`config.mk`:
```
export PLATFORM = sky130hd
export DESIGN_NAME = sqwave_phase_cmp
export DESIGN_NICKNAME = d
export VERILOG_FILES = /design/src/rtl/phc_pkg.sv /design/src/rtl/phc_delay_line.sv /design/src/rtl/phc_coinc_timer.sv /design/src/rtl/sqwave_phase_cmp.sv
export SDC_FILE = /design/constraint.sdc
export NUM_CORES = 1
export LEC_CHECK = 0
export ABC_CLOCK_PERIOD_IN_PS = 10760
export BUFFER_PORTS_ARGS = -buffer_cell sky130_fd_sc_hd__buf_2
export CAP_MARGIN = 10
export CORE_MARGIN = 4
export CORE_UTILIZATION = 50
export DETAILED_ROUTE_END_ITERATION = 12
export PLACE_DENSITY_LB_ADDON = 0.3
export SLEW_MARGIN = 20
export SYNTH_ARGS = -nofsm -noshare
export SYNTH_HDL_FRONTEND = slang
export SYNTH_SLANG_ARGS = --single-unit
export TNS_END_PERCENT = 5
```
`constraint.sdc`:
```
create_clock -name clk -period 10.76 [get_ports clk]
set_input_delay 0.538 -clock clk [delete_from_list [all_inputs] [get_ports clk]]
set_output_delay 0.538 -clock clk [all_outputs]
set_load 0.03 [all_outputs]
```
`src/rtl/phc_pkg.sv`:
```
package phc_pkg;
    // Which half-cycle a coincidence timer watches.
    typedef enum logic {
        PATH_NEG = 1'b0,
        PATH_POS = 1'b1
    } path_e;
endpackage

```
`src/rtl/phc_delay_line.sv`:
```
// Sampled-bit delay: a shift register of local polarity samples with a
// selectable tap, plus a fill counter that marks the tap as meaningful.
module phc_delay_line #(
    parameter int DLY_MAX = 200,
    parameter int DLY_W   = $clog2(DLY_MAX + 1)
) (
    input  logic             clk,
    input  logic             rst_n,
    input  logic             tick,
    input  logic             flush,
    input  logic [DLY_W-1:0] dly,
    input  logic             din,
    output logic             dout,
    output logic             valid
);
    typedef struct packed {
        logic [DLY_MAX-1:0] hist;
        logic [DLY_W-1:0]   fill;
    } dl_state_t;

    dl_state_t st_d, st_q;
    logic [DLY_W-1:0] tap;

    always_comb begin
        st_d = st_q;
        if (flush) begin
            st_d.hist = '0;
            st_d.fill = '0;
        end else if (tick) begin
            st_d.hist = {st_q.hist[DLY_MAX-2:0], din};
            if (st_q.fill < DLY_W'(DLY_MAX)) begin
                st_d.fill = st_q.fill + 1'b1;
            end
        end
    end

    // Tap dly-1 of the pre-shift history holds the sample from dly ticks ago.
    always_comb begin
        tap   = dly - 1'b1;
        dout  = st_q.hist[tap];
        valid = (st_q.fill >= dly);
    end

    always_ff @(posedge clk or negedge rst_n) begin
        if (!rst_n) begin
            st_q <= '0;
        end else begin
            st_q <= st_d;
        end
    end
endmodule

```
`src/rtl/phc_coinc_timer.sv`:
```
// Integrating coincidence timer for one half-cycle path.
module phc_coinc_timer #(
    parameter phc_pkg::path_e PATH   = phc_pkg::PATH_POS,
    parameter int             PICKUP = 40,
    parameter int             CNT_W  = $clog2(PICKUP + 1)
) (
    input  logic clk,
    input  logic rst_n,
    input  logic tick,
    input  logic flush,
    input  logic valid,
    input  logic loc_dly,
    input  logic rcv,
    output logic hit
);
    typedef struct packed {
        logic [CNT_W-1:0] cnt;
    } tm_state_t;

    tm_state_t st_d, st_q;
    logic      gate;

    generate
        if (PATH == phc_pkg::PATH_POS) begin : g_pos
            assign gate = loc_dly & rcv;
        end else begin : g_neg
            assign gate = ~loc_dly & ~rcv;
        end
    endgenerate

    always_comb begin
        st_d = st_q;
        if (flush) begin
            st_d.cnt = '0;
        end else if (tick) begin
            if (valid && gate) begin
                if (st_q.cnt != CNT_W'(PICKUP)) begin
                    st_d.cnt = st_q.cnt + 1'b1;
                end
            end else begin
                st_d.cnt = '0;
            end
        end
    end

    assign hit = (st_q.cnt == CNT_W'(PICKUP));

    always_ff @(posedge clk or negedge rst_n) begin
        if (!rst_n) begin
            st_q <= '0;
        end else begin
            st_q <= st_d;
        end
    end
endmodule

```
`src/rtl/sqwave_phase_cmp.sv`:
```
// One comparison instance: delayed local square versus received square,
// two half-cycle timers and a latched trip request.
module sqwave_phase_cmp #(
    parameter int DLY_MIN = 20,
    parameter int DLY_MAX = 200,
    parameter int PICKUP  = 40,
    localparam int DLY_W  = $clog2(DLY_MAX + 1),
    localparam int CNT_W  = $clog2(PICKUP + 1)
) (
    input  logic             clk,
    input  logic             rst_n,
    input  logic             tick,
    input  logic             loc_pol,
    input  logic             rcv_pol,
    input  logic [DLY_W-1:0] dly_set,
    input  logic             enable,
    output logic             coinc_pos,
    output logic             coinc_neg,
    output logic             trip
);
    typedef struct packed {
        logic [DLY_W-1:0] dly;
        logic             trip;
    } top_state_t;

    top_state_t       st_d, st_q;
    logic [DLY_W-1:0] dly_clamped;
    logic             flush;
    logic             loc_dly;
    logic             dly_valid;
    logic [1:0]       hit;

    always_comb begin
        if (dly_set < DLY_W'(DLY_MIN)) begin
            dly_clamped = DLY_W'(DLY_MIN);
        end else if (dly_set > DLY_W'(DLY_MAX)) begin
            dly_clamped = DLY_W'(DLY_MAX);
        end else begin
            dly_clamped = dly_set;
        end
        flush = (dly_clamped != st_q.dly);
    end

    phc_delay_line #(
        .DLY_MAX(DLY_MAX),
        .DLY_W  (DLY_W)
    ) u_dly (
        .clk  (clk),
        .rst_n(rst_n),
        .tick (tick),
        .flush(flush),
        .dly  (st_q.dly),
        .din  (loc_pol),
        .dout (loc_dly),
        .valid(dly_valid)
    );

    for (genvar g = 0; g < 2; g++) begin : g_path
        phc_coinc_timer #(
            .PATH  (phc_pkg::path_e'(g)),
            .PICKUP(PICKUP),
            .CNT_W (CNT_W)
        ) u_tmr (
            .clk    (clk),
            .rst_n  (rst_n),
            .tick   (tick),
            .flush  (flush),
            .valid  (dly_valid),
            .loc_dly(loc_dly),
            .rcv    (rcv_pol),
            .hit    (hit[g])
        );
    end

    assign coinc_neg = hit[phc_pkg::PATH_NEG];
    assign coinc_pos = hit[phc_pkg::PATH_POS];

    always_comb begin
        st_d      = st_q;
        st_d.dly  = dly_clamped;
        st_d.trip = enable & (st_q.trip | coinc_pos | coinc_neg);
    end

    assign trip = st_q.trip;

    always_ff @(posedge clk or negedge rst_n) begin
        if (!rst_n) begin
            st_q.dly  <= DLY_W'(DLY_MIN);
            st_q.trip <= 1'b0;
        end else begin
            st_q <= st_d;
        end
    end
endmodule

```
**After elaboration in Yosys (flattened, before gate mapping)**

Index checks and enable logic that the tools add are counted.

- Register bits after elaboration: 229

- Reductions and logical operators: 7
- Bitwise gates (word level): 7
- Equal/unequal tests: 7
- Muxes and demuxes: 15
- $add $sub $neg: 4
- Magnitude comparators: 5

Operators by type and width:

| cell | count |
|---|---|
| 2-to-1 mux 208 bit | 2 |
| 2-to-1 mux 6 bit | 8 |
| 2-to-1 mux 8 bit | 3 |
| adder 6 x 1 -> 6 bit, second input constant | 2 |
| equality test 6 bit, second input constant | 2 |
| inequality test 6 bit, second input constant | 2 |
| less-than comparator 8 x 9 -> 1 bit, second input constant | 1 |
| adder 8 x 1 -> 8 bit, second input constant | 1 |
| binary-select mux 1 bit (select 8 bit) | 1 |
| >= comparator 8 bit | 1 |
| greater-than comparator 8 bit, second input constant | 1 |
| less-than comparator 8 x 5 -> 1 bit, second input constant | 1 |
| less-than comparator 8 bit, second input constant | 1 |
| inequality test 8 bit | 1 |
| subtractor 8 x 1 -> 8 bit, second input constant | 1 |
| inequality test 3 bit, second input constant | 2 |
| AND reduction 2 bit | 3 |
| nonzero test 2 bit | 2 |
| bitwise AND 1 bit | 3 |
| logical AND 1 bit | 2 |
| inverter 1 bit | 2 |
| OR 1 bit | 2 |
| 2-to-1 mux 1 bit | 1 |

**Logic depth before layout (Yosys ltp)**

Gate-level depths: netlist of run 1.

- Depth after elaboration: 9
- Gate-level depth with buffers: 17
- Gate-level depth less buffers: 11

**Hierarchy**

A second synthesis of run 1 with hierarchy kept.

- Cell total of the unflattened synthesis: 944
- Area total of the unflattened synthesis: 11541.1 um^2

Modules (own cells, without submodules):

| module | seq. area each (um^2) | cells each | instances | area an instance (um^2) |
|---|---|---|---|---|
| phc_delay_line | 5205.0 | 816 | 1 | 10276.1 |
| sqwave_phase_cmp | 227.7 | 52 | 1 | 524.3 |
| phc_coinc_timer (g_path[1].u_tmr) | 150.1 | 38 | 1 | 376.6 |
| phc_coinc_timer (g_path[0].u_tmr) | 150.1 | 38 | 1 | 364.1 |

**Worst setup path after synthesis of run 1**

OpenSTA, ideal clock, no wires.

- Path kind: register -> register
- From: reg st_q[1] (netlist name)
- To: reg g_path[0].u_tmr.st_q[5] in the netlist's numbering
- Path slack: 6.692 ns
- Period minus slack after synthesis: 4.068 ns
- Stages on the path, launching flop included: 18
- Setup time: 0.064 ns
- Path buffers: 6
- Arrival: 4.003 ns
- Cell sequence: dfrtp_1 -> buf_2 -> buf_2 -> buf_1 -> clkinv_1 -> ha_1 -> buf_2 -> buf_2 -> clkbuf_1 -> mux4_2 -> mux2i_1 -> o21ai_0 -> nand4_1 -> nand4_1 -> or4b_4 -> o41ai_4 -> a21boi_1 -> a21o_1

- Word-level cells in the longest chain between the ends: 9
- Elaborated cells on any way between the ends: 14
- Classes of those cells: add/sub: 1; order compare: 1; eq/ne: 2; mux: 5; bitwise: 2; reduce/logical: 3

RTL lines:

| item | line | source |
|---|---|---|
| subtractor 8 x 1 -> 8 bit | phc_delay_line.sv:39 | `tap = dly - 1'b1;` |
| binary-select mux 1 bit (select 8 bit) | phc_delay_line.sv:40 | `dout = st_q.hist[tap];` |
| 2-to-1 mux 1 bit (not written as such) | phc_delay_line.sv:40 |  |
| inverter 1 bit | phc_coinc_timer.sv:27 | `assign gate = ~loc_dly & ~rcv;` |
| bitwise AND 1 bit | phc_coinc_timer.sv:27 |  |
| logical AND 1 bit | phc_coinc_timer.sv:36 | `if (valid && gate) begin` |
| 2-to-1 mux 6 bit | phc_coinc_timer.sv:36 |  |
| 2-to-1 mux 6 bit | phc_coinc_timer.sv:35 | `end else if (tick) begin` |
| 2-to-1 mux 6 bit | phc_coinc_timer.sv:33 | `if (flush) begin` |
| to (signal assigned) | phc_coinc_timer.sv:52 | `st_q <= st_d;` |
| to (decl) | phc_coinc_timer.sv:20 | `tm_state_t st_d, st_q;` |

Several ways; a longest one is shown, not always the timed one. The select of a mux whose other input is x is not followed.
A chain may end at the register's enable or synchronous reset.

**Worst setup path in the final report of run 1**

- From: reg st_q[1] (netlist name)
- To: reg g_path[1].u_tmr.st_q[2] in the netlist's numbering

- Word-level cells in the longest chain between the ends: 8
- Elaborated cells on any way between the ends: 13
- Classes of those cells: add/sub: 1; order compare: 1; eq/ne: 2; mux: 5; bitwise: 1; reduce/logical: 3

RTL lines:

| item | line | source |
|---|---|---|
| subtractor 8 x 1 -> 8 bit | phc_delay_line.sv:39 |  |
| binary-select mux 1 bit (select 8 bit) | phc_delay_line.sv:40 |  |
| 2-to-1 mux 1 bit (not written as such) | phc_delay_line.sv:40 |  |
| bitwise AND 1 bit | phc_coinc_timer.sv:25 | `assign gate = loc_dly & rcv;` |
| logical AND 1 bit | phc_coinc_timer.sv:36 |  |
| 2-to-1 mux 6 bit | phc_coinc_timer.sv:36 |  |
| 2-to-1 mux 6 bit | phc_coinc_timer.sv:35 |  |
| 2-to-1 mux 6 bit | phc_coinc_timer.sv:33 |  |
| to (signal assigned) | phc_coinc_timer.sv:52 |  |
| to (decl) | phc_coinc_timer.sv:20 |  |

Several ways; a longest one is shown, not always the timed one. The select of a mux whose other input is x is not followed.

==> summary.txt, run 1 <==
OUTCOME
---------------------------------------------------------------------------------
Run status                                                           finished clean

SYNTHESIS
---------------------------------------------------------------------------------
Syn avg cell area                                                       11.4 um^2
Xor-xnor portion of the synthesized cell area                               1.19%
Post-Syn Instances                                                          1,038
Commonest register cell after synthesis                                   dfrtp_1
Largest area contributor in the netlist                                   dfrtp_1
Top-count cell post-synth                                                 dfrtp_1
Seq cells post-synth                                                          229
Mux share of post-synthesis cell area                                       28.2%
Number of enable flip-flop cells after synthesis                                0
Post-synth ARST share                                                        100%
Portion of synthesized cell area occupied by the leading cell type          48.1%
Synthesized netlist net count                                               1,066
Cell area after synthesis                                             11,800 um^2
Synth top area cells                                                 dfrtp_1 48%, mux2i_1 18%, mux4_2 9.5%, nor2_1 7.1%, clkbuf_1 1.9%
Dominant combinational cell family by area after synthesis           multiplexers
Share of synthesized cell area in and, or, nand and nor gates               12.1%
Library cells used by synthesis                                                65
Post-Synth Adder-Cell Area                                                  1.48%
Top cell types by occurrence after synthesis                         227 x dfrtp_1, 223 x nor2_1, 218 x mux2i_1
Yosys warning count                                                             0
Fraction of the yosys area taken by sequential cells                        48.6%
Share of the synthesized area in compound gates (AO/OA/AOI/OAI)             5.21%

STA
---------------------------------------------------------------------------------
Setup violators final                                                           0
Setup_tns                                                                    0 ns
RSZ-0062 raised after global routing                                           no
Least setup slack across all paths after layout                           6.06 ns
Fin crit share                                                              43.6%
Highest Clock Rate                                                        213 MHz
Final Hold Fails                                                                0
Relative slew margins                                                       36.9%
Transition time of the tightest slew-check pin                           0.938 ns
Pins Over Slew Limit                                                            0
Hold Slack                                                              0.0296 ns
Min Tclk post-route                                                       4.70 ns
Worst-case clock skew                                                   0.0146 ns

PLACEMENT
---------------------------------------------------------------------------------
Detailed Place HPWL                                                       14.5 mm
Port bufs                                                                      16
RD Place Congestion                                                         0.813
Pre-CTS worst setup slack                                                 6.02 ns

PWR
---------------------------------------------------------------------------------
Highest ir drop seen on vdd                                             0.0959 mV
Post-route total power                                                  0.00188 W
Power per Cell Area                                                   146 nW/um^2
Static leakage                                                            5.82 nW

CLOCK NETWORK
---------------------------------------------------------------------------------
Clock sink count                                                              229
CTS-repair resized insts                                                        0
Clock Root Buffer                                                       clkbuf_16
Maximum root-to-sink buffer count                                               3
Clock Latency Late Sink                                                   0.51 ns
Clock buffer count from CTS                                                    25
Cts-stage hold buffer count                                                     0
Post-CTS setup repair buffer count                                              0
TritonCTS clock tree                                                          yes
Maximum level of the CTS H-tree                                                 1
Clock transition at the registers of the reported paths                   0.06 ns

WORST HOLD PATH
---------------------------------------------------------------------------------
Hold Path Class                                                      primary input to async pin

WORST SETUP PATH
---------------------------------------------------------------------------------
Worst Setup Path Type                                                flop to flop
Flop2flop setup slack                                                     6.06 ns
Type of destination of the critical path                                     flop
Worst setup SP type                                                          flop
Peak fanout along the critical path                                            23
Critical register-to-register path startpoint                        st_q[1]$_DFF_PN0_
Arr. time, crit path                                                      5.10 ns
FF-to-FF End                                                         g_path[1].u_tmr.st_q[2]$_DFFE_PN0P_
Worst r2r path cells                                                           12
Worst path required time                                                 11.16 ns

GLOBAL ROUTE
---------------------------------------------------------------------------------
Number of antenna violations at the first check in global routing               0
Vias in the first global route                                              7,647
Total grt overflow                                                              0
Total routing usage reported by global routing                              18.4%
Wire length of the first global-routing pass                              40.3 mm
Largest net degree at the start of global routing                              96

ROUTE
---------------------------------------------------------------------------------
Total iterations of the first detailed-routing run                              5
Wire length after detailed routing                                        23.4 mm
Residual DRC                                                                    0
DRT antenna net count                                                           0
DRT iter0 DRCs                                                                560
Via count of the routed design                                              7,670
Via/cell ratio                                                               5.70
Average routed wire per standard cell                                     17.4 um

FLOORPLANNING
---------------------------------------------------------------------------------
Width of the die                                                           162 um
Die boundary height                                                        162 um
FP Rows                                                                        55
Area of the placeable core                                            22,900 um^2
Initial standard-cell utilization of the core                               51.5%
Overall die area                                                      26,100 um^2
Number of ports placed on the die boundary                                     17

FINISH
---------------------------------------------------------------------------------
Fillcell total                                                              1,910
Post-synthesis to final-layout area growth                                  9.40%
Final standard cell utilization of the core                                 56.3%
Nets@finish                                                                 1,042
Number of diodes                                                                0
Fraction of final layout cells sized beyond drive strength 1                13.2%

FLOW RUN
---------------------------------------------------------------------------------
Number of max-cap violations                                                    0

layout make-up:
class | count | area, um^2 | share of cell area [%]
Sequential cell | 229 | 5730 | 44.4
Multi-Input combinational cell | 716 | 5720 | 44.3
Clock buffer | 39 | 768 | 5.95
Tap cell | 313 | 392 | 3.03
Timing Repair Buffer | 27 | 183 | 1.41
Clock inverter | 6 | 60.1 | 0.465
Inverter | 15 | 56.3 | 0.436
flip-flops by register name, summed over array words and instances (netlist names):
name	cells
g_path.u_tmr.st_q	12
st_q	8
trip	1
u_dly.st_q	208
cell usage in the layout, fill, tap and decap left out, types with 3 or more instances in the layout:
cell type	count
o22ai_1	4
nand3_1	14
mux4_2	50
clkbuf_8	9
a31oi_1	4
buf_2	14
dfrtp_1	226
nand2_1	39
o211ai_1	3
buf_4	11
or3_1	5
mux2i_1	218
a21o_1	6
or2_2	4
xor2_1	5
a21oi_1	12
o21a_1	4
and3_1	4
inv_1	13
nor2b_1	3
nor3_1	7
a32oi_1	3
nand2b_1	8
clkbuf_1	5
xnor2_1	10
o21ai_0	14
nand4_1	8
clkinv_2	3
o2111ai_1	4
clkbuf_16	25
nor2_1	223
o32ai_1	3
ha_1	13
metal layers:
metal,global-route usage [%],part of all wire [%]
met3,2.58,3.9
met5,0,0
met1,27.7,49
met2,28.6,45
met4,4.34,2.0
cells by family after synthesis:
| group | after synthesis |
|---|---|
| multiplexers | 270 |
| flip-flops | 229 |
| buffers and inverters | 93 |
| XOR/XNOR | 16 |
| AND/OR/NAND/NOR | 333 |
| adder cells (fa/ha/maj) | 14 |
| AO/OA/AOI/OAI | 83 |
power by group:
group          total, W  leakage [nW]  switching (W)  internal (W)
clock network  0.000846         0.405       0.000334      0.000512
logic          0.000163          2.23       0.000102     0.0000616
registers      0.000873          3.18     0.00000847      0.000864
how the worst max path moves through the flow:
stage / endpoint / depth (start not counted) / slack (ns) / startpoint
2_1_floorplan: g_path[0].u_tmr.st_q[5]$_DFFE_PN0P_ / 17 / 6.69 / st_q[1]$_DFF_PN0_
3_3_place_gp: g_path[1].u_tmr.st_q[2]$_DFFE_PN0P_ / 12 / 6.10 / st_q[1]$_DFF_PN0_
3_5_place_dp: g_path[1].u_tmr.st_q[2]$_DFFE_PN0P_ / 12 / 6.02 / st_q[1]$_DFF_PN0_
4_1_cts: g_path[1].u_tmr.st_q[2]$_DFFE_PN0P_ / 12 / 6.02 / st_q[1]$_DFF_PN0_
5_1_grt: g_path[1].u_tmr.st_q[2]$_DFFE_PN0P_ / 12 / 5.71 / st_q[1]$_DFF_PN0_
6_report: g_path[1].u_tmr.st_q[2]$_DFFE_PN0P_ / 12 / 6.06 / st_q[1]$_DFF_PN0_
worst max-delay path, stage by stage (launching register included):
cell and delay (ns):
dfrtp_2 0.66, clkinv_1 0.44, ha_2 0.42, xor2_4 0.35, buf_4 0.45, mux4_2 0.56, mux2i_1 0.18, a32oi_1 0.08
nand4_1 0.14, o211ai_1 0.20, o2111ai_1 0.67, o22ai_1 0.18, a21o_1 0.21
per-stage QoR:
step	instances	area (um^2)
4_1_cts	1345	12900
3_3_place_gp	1300	12100
5_1_grt	1345	12900
3_5_place_dp	1300	12100
6_report	1345	12900
2_1_floorplan	1038	11800
No activity file was read; power rests on OpenSTA's default activity.
==> inputs of run 2 (changes only) <==
--- a/config.mk
+++ b/config.mk
@@ -5,7 +5,7 @@
 export SDC_FILE = /design/constraint.sdc
 export NUM_CORES = 1
 export LEC_CHECK = 0
-export ABC_CLOCK_PERIOD_IN_PS = 10760
+export ABC_CLOCK_PERIOD_IN_PS = 4240
 export BUFFER_PORTS_ARGS = -buffer_cell sky130_fd_sc_hd__buf_2
 export CAP_MARGIN = 10
 export CORE_MARGIN = 4
==> constraint.sdc (replaced) <==
create_clock -name clk -period 4.24 [get_ports clk]
set_input_delay 0.212 -clock clk [delete_from_list [all_inputs] [get_ports clk]]
set_output_delay 0.212 -clock clk [all_outputs]
set_load 0.03 [all_outputs]
==> run 2 against run 1 <==
Sequential power rose to 2.5 times the previous value. Via count rose by 0.60%. Clock power rose to 2.7 times the previous value. Largest power group is now clock. Critical path depth did not move. Power rose to 2.6 times the previous value.
==> summary.txt, run 2 (synthesis results as in run 1) <==
STA
-----------------------------------------------------------------------------------
Fin crit share                                                                86.1%
Pins Over Slew Limit                                                              0
Final Hold Fails                                                                  0
Setup violators final                                                             0
RSZ-0062 raised after global routing                                             no
Highest Clock Rate                                                          274 MHz
Transition time of the tightest slew-check pin                              1.11 ns
Relative slew margins                                                         25.2%
Worst-case clock skew                                                     0.0175 ns
Setup_tns                                                                      0 ns
Min Tclk post-route                                                         3.65 ns

ROUTE
-----------------------------------------------------------------------------------
Residual DRC                                                                      0
Via count of the routed design                                                7,716
Average routed wire per standard cell                                       17.1 um
Total iterations of the first detailed-routing run                                5
DRT antenna net count                                                             0
DRT iter0 DRCs                                                                  694
Via/cell ratio                                                                 5.67
Wire length after detailed routing                                          23.3 mm

FINISH
-----------------------------------------------------------------------------------
Post-synthesis to final-layout area growth                                    11.6%
Leading cell type in the layout, fill and taps excluded                     dfrtp_1
Fraction of final layout cells sized beyond drive strength 1                  13.6%
Most used cells in the layout excluding fill and tap cells             226 x dfrtp_1, 223 x nor2_1, 218 x mux2i_1
Flip-flop count of the largest register after layout                            208
Top Registers                                                          u_dly.st_q (208), g_path.u_tmr.st_q (12), st_q (8)
Nets@finish                                                                   1,059
Reg with most FFs                                                        u_dly.st_q
Number of diodes                                                                  0
Fillcell total                                                                1,915
Count of placed standard cells in the final layout, fillers left out          1,362

PWR
-----------------------------------------------------------------------------------
Power per Cell Area                                                     373 nW/um^2
Static leakage                                                              5.94 nW
Highest ir drop seen on vdd                                                0.248 mV

FLOW RUN
-----------------------------------------------------------------------------------
Number of max-cap violations                                                      0

CLOCK NETWORK
-----------------------------------------------------------------------------------
Clock Latency Late Sink                                                     0.52 ns
Clock transition at the registers of the reported paths                     0.06 ns
Clock Root Buffer                                                         clkbuf_16
Clock sink count                                                                229
Clock buffer count from CTS                                                      26
Maximum level of the CTS H-tree                                                   1
CTS-repair resized insts                                                          0
Post-CTS setup repair buffer count                                                0
TritonCTS clock tree                                                            yes
Maximum root-to-sink buffer count                                                 3

GLOBAL ROUTE
-----------------------------------------------------------------------------------
Total grt overflow                                                                0
Vias in the first global route                                                7,846
Largest net degree at the start of global routing                               138
Number of antenna violations at the first check in global routing                 0
Wire length of the first global-routing pass                                40.4 mm
Total routing usage reported by global routing                                18.3%

WORST SETUP PATH
-----------------------------------------------------------------------------------
Arr. time, crit path                                                        4.07 ns
Worst path required time                                                    4.66 ns
Critical register-to-register path startpoint                          st_q[1]$_DFF_PN0_
Critical path origin                                                   st_q[1]$_DFF_PN0_
Peak fanout along the critical path                                               9
Worst Setup Path Type                                                  flop to flop
Worst setup SP type                                                            flop
Type of destination of the critical path                                       flop

PLACEMENT
-----------------------------------------------------------------------------------
Port bufs                                                                        16
RD Place Congestion                                                           0.869
Detailed Place HPWL                                                         14.2 mm
Cells after DPL                                                               1,306

FLOORPLANNING
-----------------------------------------------------------------------------------
Number of ports placed on the die boundary                                       17
Area of the placeable core                                              22,900 um^2
Initial standard-cell utilization of the core                                 51.5%
Overall die area                                                        26,100 um^2
Die boundary height                                                          162 um
FP Rows                                                                          55
Width of the die                                                             162 um

WORST HOLD PATH
-----------------------------------------------------------------------------------
Hold Path Class                                                        primary input to flop
Start point of the worst hold path                                       dly_set[3]

OUTCOME
-----------------------------------------------------------------------------------
Run status                                                             finished clean

## run 2: metal layers
metal / GRT usage [%] / vias to the layer above / part of all wire, %
li1: - / 3662 / -
met1: 26.9 / 3861 / 48
met2: 28.1 / 148 / 45
met3: 2.99 / 45 / 4.3
met4: 5.96 / 0 / 3.0
met5: 0 / - / 0
## run 2: final cells by class
cell class              count  area (um^2)  area share [%]
clock inverters             7         91.3           0.694
multi-input cells         716         5720            43.4
well taps                 313          392            2.97
repair buffers             43          395            3.00
clock buffers              39          781            5.93
flip-flops and latches    229         5730            43.5
inverters                  15         56.3           0.428
## run 2: report_power, final
group          internal [W]  switching, W  total, W
combinational      0.000181      0.000271  0.000452
sequential          0.00219     0.0000148   0.00221
clock               0.00139      0.000866   0.00225
## run 2: path summary, 6_finish.rpt
kind                                                  endpoint  cells after the start  slack [ns]
setup / recovery           g_path[1].u_tmr.st_q[2]$_DFFE_PN0P_                     12        0.59
hold / removal                               st_q[4]$_DFF_PN0_                      2        0.03
setup reg to reg           g_path[1].u_tmr.st_q[2]$_DFFE_PN0P_                     12        0.59
hold reg to reg                                 trip$_DFF_PN0_                      1        0.52
max in group asynchronous           u_dly.st_q[85]$_DFFE_PN0P_                      4        2.88
min in group asynchronous          u_dly.st_q[187]$_DFFE_PN0P_                      2        0.22
## run 2: stage by stage
step / setup slack (ns) / hold slack [ns] / area [um^2] / power (W) / util [%]
after floorplan: 0.172 / -0.0836 / 11800 / 0.00254 / -
after global placement: 0.736 / 0.428 / 12200 / 0.00269 / 53.1
after detailed placement: 0.593 / 0.421 / 12200 / 0.00270 / 53.1
after CTS: 0.576 / 0.0123 / 13100 / 0.00499 / 57.3
after global routing: 0.327 / 0.0451 / 13200 / 0.00511 / 57.5
final: 0.591 / 0.0342 / 13200 / 0.00491 / 57.5
## run 2: worst max-delay path: stages (launching register included)
cell       delay [ns]
dfrtp_2          0.43
clkinv_1         0.07
ha_2             0.31
xor2_4           0.32
buf_4            0.25
mux4_2           0.51
mux2i_1          0.21
a32oi_1          0.09
nand4_1          0.12
o211ai_1         0.21
o2111ai_1        0.65
o22ai_1          0.18
a21o_1           0.20
## run 2: timing repair
| item | CTS | global route |
|---|---|---|
| hold buffers | 9 | 0 |
| setup endpoints to repair | 0 | 0 |
| endpoints found under the hold margin | 141 | 0 |
